`config.mk`:
```
export PLATFORM = sky130hd
export DESIGN_NAME = gpio_port
export DESIGN_NICKNAME = d
export VERILOG_FILES = /design/src/rtl/gpio_pkg.sv /design/src/rtl/gpio_sync.sv /design/src/rtl/gpio_regfile.sv /design/src/rtl/gpio_padctl.sv /design/src/rtl/gpio_port.sv
export SDC_FILE = /design/constraint.sdc
export NUM_CORES = 1
export LEC_CHECK = 0
export ABC_AREA = 1
export BUFFER_PORTS_ARGS = -buffer_cell sky130_fd_sc_hd__buf_2
export CORE_MARGIN = 8
export CORE_UTILIZATION = 52
export DETAILED_ROUTE_END_ITERATION = 12
export HOLD_SLACK_MARGIN = 0.06
export PLACE_DENSITY = 0.9
export SLEW_MARGIN = 10
export SYNTH_ARGS = -nofsm -noshare
export SYNTH_HDL_FRONTEND = slang
export SYNTH_SLANG_ARGS = --single-unit
```
`constraint.sdc`:
```
create_clock -name clk -period 1.45 [get_ports clk]
set_clock_uncertainty 0.15 [all_clocks]
set_input_delay 0.145 -clock clk [delete_from_list [all_inputs] [get_ports clk]]
set_output_delay 0.145 -clock clk [all_outputs]
set_load 0.05 [all_outputs]
```
`src/rtl/gpio_pkg.sv`:
```
package gpio_pkg;

  typedef enum logic [2:0] {
    RS_NONE,
    RS_LEVEL,
    RS_DRIVE,
    RS_DIR,
    RS_FSEL_LO,
    RS_FSEL_HI,
    RS_PULL
  } reg_sel_e;

  // A pin is handed to GPIO only when both function-select bits are clear.
  function automatic logic gpio_owned(input logic sel_lo, input logic sel_hi);
    return !(sel_lo || sel_hi);
  endfunction

  // Pull requested only on an owned input pin with its resistor enabled.
  function automatic logic pull_active(input logic own, input logic dir, input logic ren);
    return own && !dir && ren;
  endfunction

endpackage

```
`src/rtl/gpio_sync.sv`:
```
module gpio_sync #(
  parameter int W      = 8,
  parameter int STAGES = 2
) (
  input  logic         clk,
  input  logic         rst_n,
  input  logic [W-1:0] d_async,
  output logic [W-1:0] q_sync
);
  logic [W-1:0] stage_q [STAGES];

  genvar s;
  generate
    for (s = 0; s < STAGES; s++) begin : g_stage
      always_ff @(posedge clk or negedge rst_n) begin
        if (!rst_n) begin
          stage_q[s] <= '0;
        end else if (s == 0) begin
          stage_q[s] <= d_async;
        end else begin
          stage_q[s] <= stage_q[(s == 0) ? 0 : s-1];
        end
      end
    end
  endgenerate

  assign q_sync = stage_q[STAGES-1];
endmodule

```
`src/rtl/gpio_regfile.sv`:
```
module gpio_regfile
  import gpio_pkg::*;
#(
  parameter int             W          = 8,
  parameter int             AW         = 8,
  parameter logic [AW-1:0]  A_LEVEL    = 8'h20,
  parameter logic [AW-1:0]  A_DRIVE    = 8'h21,
  parameter logic [AW-1:0]  A_DIR      = 8'h22,
  parameter logic [AW-1:0]  A_FSEL_LO  = 8'h26,
  parameter logic [AW-1:0]  A_PULL     = 8'h27,
  parameter logic [AW-1:0]  A_FSEL_HI  = 8'h41
) (
  input  logic          clk,
  input  logic          rst_n,
  input  logic [AW-1:0] bus_addr,
  input  logic          bus_we,
  input  logic [W-1:0]  bus_wdata,
  output logic [W-1:0]  bus_rdata,
  input  logic [W-1:0]  level_sync,
  output logic [W-1:0]  drive_q,
  output logic [W-1:0]  dir_q,
  output logic [W-1:0]  fsel_lo_q,
  output logic [W-1:0]  fsel_hi_q,
  output logic [W-1:0]  pull_q
);
  reg_sel_e sel;

  always_comb begin
    if      (bus_addr == A_LEVEL)   sel = RS_LEVEL;
    else if (bus_addr == A_DRIVE)   sel = RS_DRIVE;
    else if (bus_addr == A_DIR)     sel = RS_DIR;
    else if (bus_addr == A_FSEL_LO) sel = RS_FSEL_LO;
    else if (bus_addr == A_FSEL_HI) sel = RS_FSEL_HI;
    else if (bus_addr == A_PULL)    sel = RS_PULL;
    else                            sel = RS_NONE;
  end

  always_ff @(posedge clk or negedge rst_n) begin
    if (!rst_n) begin
      drive_q   <= '0;
      dir_q     <= '0;
      fsel_lo_q <= '0;
      fsel_hi_q <= '0;
      pull_q    <= '0;
    end else if (bus_we) begin
      case (sel)
        RS_DRIVE:   drive_q   <= bus_wdata;
        RS_DIR:     dir_q     <= bus_wdata;
        RS_FSEL_LO: fsel_lo_q <= bus_wdata;
        RS_FSEL_HI: fsel_hi_q <= bus_wdata;
        RS_PULL:    pull_q    <= bus_wdata;
        default:    ;
      endcase
    end
  end

  always_comb begin
    case (sel)
      RS_LEVEL:   bus_rdata = level_sync;
      RS_DRIVE:   bus_rdata = drive_q;
      RS_DIR:     bus_rdata = dir_q;
      RS_FSEL_LO: bus_rdata = fsel_lo_q;
      RS_FSEL_HI: bus_rdata = fsel_hi_q;
      RS_PULL:    bus_rdata = pull_q;
      default:    bus_rdata = '0;
    endcase
  end
endmodule

```
`src/rtl/gpio_padctl.sv`:
```
module gpio_padctl
  import gpio_pkg::*;
#(
  parameter int W = 8
) (
  input  logic [W-1:0]   drive_q,
  input  logic [W-1:0]   dir_q,
  input  logic [W-1:0]   fsel_lo_q,
  input  logic [W-1:0]   fsel_hi_q,
  input  logic [W-1:0]   pull_q,
  output logic [W-1:0]   pin_oe,
  output logic [W-1:0]   pin_out,
  output logic [W-1:0]   pull_en,
  output logic [W-1:0]   pull_up,
  output logic [2*W-1:0] pin_alt
);
  genvar i;
  generate
    for (i = 0; i < W; i++) begin : g_pin
      logic own;
      logic pulling;
      assign own            = gpio_owned(fsel_lo_q[i], fsel_hi_q[i]);
      assign pulling        = pull_active(own, dir_q[i], pull_q[i]);
      assign pin_oe[i]      = own && dir_q[i];
      assign pin_out[i]     = own && dir_q[i] && drive_q[i];
      assign pull_en[i]     = pulling;
      assign pull_up[i]     = pulling && drive_q[i];
      assign pin_alt[2*i+1] = fsel_hi_q[i];
      assign pin_alt[2*i]   = fsel_lo_q[i];
    end
  endgenerate
endmodule

```
`src/rtl/gpio_port.sv`:
```
module gpio_port #(
  parameter int W  = 8,
  parameter int AW = 8
) (
  input  logic          clk,
  input  logic          rst_n,
  input  logic [AW-1:0] bus_addr,
  input  logic          bus_we,
  input  logic [W-1:0]  bus_wdata,
  output logic [W-1:0]  bus_rdata,
  input  logic [W-1:0]  pin_in,
  output logic [W-1:0]  pin_oe,
  output logic [W-1:0]  pin_out,
  output logic [W-1:0]  pull_en,
  output logic [W-1:0]  pull_up,
  output logic [2*W-1:0] pin_alt
);
  localparam int SYNC_STAGES = 2;

  logic [W-1:0] level_sync;
  logic [W-1:0] drive_q;
  logic [W-1:0] dir_q;
  logic [W-1:0] fsel_lo_q;
  logic [W-1:0] fsel_hi_q;
  logic [W-1:0] pull_q;

  gpio_sync #(.W(W), .STAGES(SYNC_STAGES)) u_sync (
    .clk     (clk),
    .rst_n   (rst_n),
    .d_async (pin_in),
    .q_sync  (level_sync)
  );

  gpio_regfile #(.W(W), .AW(AW)) u_regs (
    .clk        (clk),
    .rst_n      (rst_n),
    .bus_addr   (bus_addr),
    .bus_we     (bus_we),
    .bus_wdata  (bus_wdata),
    .bus_rdata  (bus_rdata),
    .level_sync (level_sync),
    .drive_q    (drive_q),
    .dir_q      (dir_q),
    .fsel_lo_q  (fsel_lo_q),
    .fsel_hi_q  (fsel_hi_q),
    .pull_q     (pull_q)
  );

  gpio_padctl #(.W(W)) u_pad (
    .drive_q   (drive_q),
    .dir_q     (dir_q),
    .fsel_lo_q (fsel_lo_q),
    .fsel_hi_q (fsel_hi_q),
    .pull_q    (pull_q),
    .pin_oe    (pin_oe),
    .pin_out   (pin_out),
    .pull_en   (pull_en),
    .pull_up   (pull_up),
    .pin_alt   (pin_alt)
  );
endmodule

```
==> out/results.txt <==
critical path type - reg2out
DIE AREA - 0.00843 mm²
f_max - 593 MHz
number of remaining DRC errors - 0
initial antenna violation count - 0
Die Ht - 91.8 µm
RSZ-0062 raised after global routing - true
fin crit share - 1.16
FF-to-FF path depth - 4
placed cell count - 518
Reg2Reg Launch Point - u_regs.fsel_lo_q[5]
P per Cell Area - 720 mW/mm²
share of cells above drive strength 1 - 0.592
Hold Violations, Final - 0
Hold Path Class - in2async
syn nets - 389
met1 Track Usage GR - 0.270
nets - 516
share of the synthesized area in the top cell type - 0.469
port bufs - 82
number of global-route vias before repair - 3337
diode count - 0
max cap viols - 0
total power - 3480 µW
total grt overflow - 0
Area growth, synth to finish - 61.5%
Syn Area/Cell - 8.25 µm²
vias post-DR - 3181
row count - 27
Buf/Inv on CP - 1
Clock Latency Late Sink - 0.31 ns
DP HPWL - 6210 µm
CTS tree - done
Seq cells post-synth - 56
Cell variety after synth - 20
post-route setup slack - -0.235 ns
Clock Pin Slew Worst Setup and Hold Paths - 0.10 ns
vias per inst - 5.66
failing checks - negative setup slack
Final Slew Violations - 0
reg-to-reg slack, setup - 0.37 ns
data required time of the worst path - 1.15 ns
leakage power - 0.00229 µW
Synth Cell Area - 0.00299 mm²
CTS H-tree depth - 2
Root Buffer - clkbuf_8
delay-heaviest family, CP - flip-flops
Worst Max-Slew Pin Slew - 0.337 ns
Crit-path slowest cell - dfrtp_2
relative slew slack - 0.776
Num Clock Sinks - 56
initial core utilization - 0.539
critical-path cell list - nor4_4 -> buf_6
CP max stage delay - 0.50 ns
GRT met3 Usage - 0.0505
first-pass GRT wire length - 16400 µm
Yosys top cell by area - dfrtp_1
drt total wl - 10900 µm
CTS Buf Count - 5
wire per inst - 19.3 µm
synth top area cells - dfrtp_1 (47%), nand2_1 (9.4%), inv_1 (7.8%)
Initial DRC Count - 327
Core Area - 0.00554 mm²
Finished Layout Cells - 562
busiest grt layer - met2
reg2reg end - u_regs.fsel_lo_q[5]
Filler cells - 265
Tot GR Track Use - 0.240
Synth Instances - 362
Post-Route Setup TNS - -4.66 ns
Seq/Total Area, Yosys - 0.469
CP arrival - 1.39 ns
Die X - 91.8 µm
status - complete, but fails checks
synth warn - 0
M2 GR Usage - 0.423
Max rail drop VDD - 0.000604 V
Setup crit end kind - output port
Startpoint Class - flop
Pre-Repair DR Iteration Count - 5
CTS Buffer Depth - 2
min Tclk post-route - 1.69 ns
CP max FO - 5
I/O pin total - 83
RePlAce Congestion - 0.836
pin count of the biggest net entering global routing - 46
ANT nets after route - 0
Final Setup Violations - 40
==> final cells by class <==
cell class | instances | area (µm²) | area share
Inverter | 65 | 249 | 0.0516
Clock inverter | 2 | 10.0 | 0.00207
Multi-Input combinational cell | 225 | 1710 | 0.354
Timing Repair Buffer | 136 | 1250 | 0.260
Tap cell | 72 | 90.1 | 0.0187
Clock buffer | 6 | 82.6 | 0.0171
Sequential cell | 56 | 1430 | 0.297
==> report_power, final <==
part	internal, µW	switching (µW)
clock	383	510
sequential	1680	101
combinational	263	544
==> cell usage after synthesis, drive strengths merged <==
master  count
nand2      85
inv        65
dfrtp      56
o21ai      48
nand3      41
nor2       27
buf        16
nor3       16
nor4        8
==> timing repair <==
| item | CTS | global route |
|---|---|---|
| hold buffers | 17 | 0 |
| endpoints found under the hold margin | 104 | 0 |
| gates cloned | 0 | 0 |
| endpoints found under the setup margin | 40 | 40 |
| buffers inserted | 10 | 9 |
| gates resized for setup | 131 | 38 |
| pin swaps | 17 | 15 |
==> placed cells by master, fill, tap and decap left out, types with 3 or more instances in the layout <==
cell           Yosys  final
inv_2              3     35
dlygate4sd3_1      0     17
nor4_4             0      8
inv_1             62     28
buf_12             0      7
buf_6              4     39
buf_2              3     41
nand3_2            0      8
clkbuf_8           0      6
nor3_4             0     14
dfrtp_2            0     24
o21ai_2           12     12
nand3_1           40     32
dfrtp_1           56     32
o21ai_1            1      3
nor2_4             5     13
buf_8              1      8
o21ai_0           35     33
nor2_8             5      5
buf_4              8     24
nand2_2            8     22
nand2_4            2     10
nor2_2             0      7
nand2_1           75     53
==> kinds of logic after synthesis <==
family | count (synthesis) | synth area share
and+or+nand+nor | 177 | 0.309
buffers and inverters | 81 | 0.127
AOI/OAI and AO/OA | 48 | 0.0955
DFF | 56 | 0.469
==> through the flow <==
step / worst slack (ns) / hold WS [ns] / util / instance area [µm²]
global route: -0.250 / 0.119 / 0.871 / 4830
global placement: -0.119 / -0.105 / 0.705 / 3910
finish: -0.235 / 0.0937 / 0.871 / 4830
detailed placement: -0.148 / -0.0889 / 0.705 / 3910
floorplan: -0.196 / -0.301 / - / 3320
CTS: -0.198 / 0.104 / 0.837 / 4640
==> layer usage <==
layer  part of all wire  vias up  wire length, µm
met5                  0        -                0
met4              0.049        0              529
met3              0.081       57              883
met2               0.52      184             5620
met1               0.35     1541             3820
li1                   -     1399                -
==> how the worst max path moves through the flow <==
| stage | start | to | slack [ns] | cells after the start |
|---|---|---|---|---|
| finish | u_regs.dir_q[6] | pull_up[6] | -0.24 | 2 |
| global placement | bus_addr[3] | bus_rdata[0] | -0.12 | 10 |
| floorplan | u_regs.fsel_lo_q[0] | pull_up[0] | -0.20 | 3 |
| CTS | u_regs.fsel_lo_q[3] | bus_rdata[3] | -0.20 | 6 |
| detailed placement | bus_addr[6] | bus_rdata[0] | -0.15 | 9 |
| global route | u_regs.dir_q[6] | pull_up[6] | -0.25 | 2 |
==> state kept, by name (all words and copies together) (netlist names) <==
register / count
u_regs.fsel_lo_q: 8
u_regs.pull_q: 8
u_sync.stage_q: 8
u_regs.fsel_hi_q: 8
u_sync.q_sync: 8
u_regs.dir_q: 8
u_regs.drive_q: 8
No activity file was read; power rests on OpenSTA's default activity.
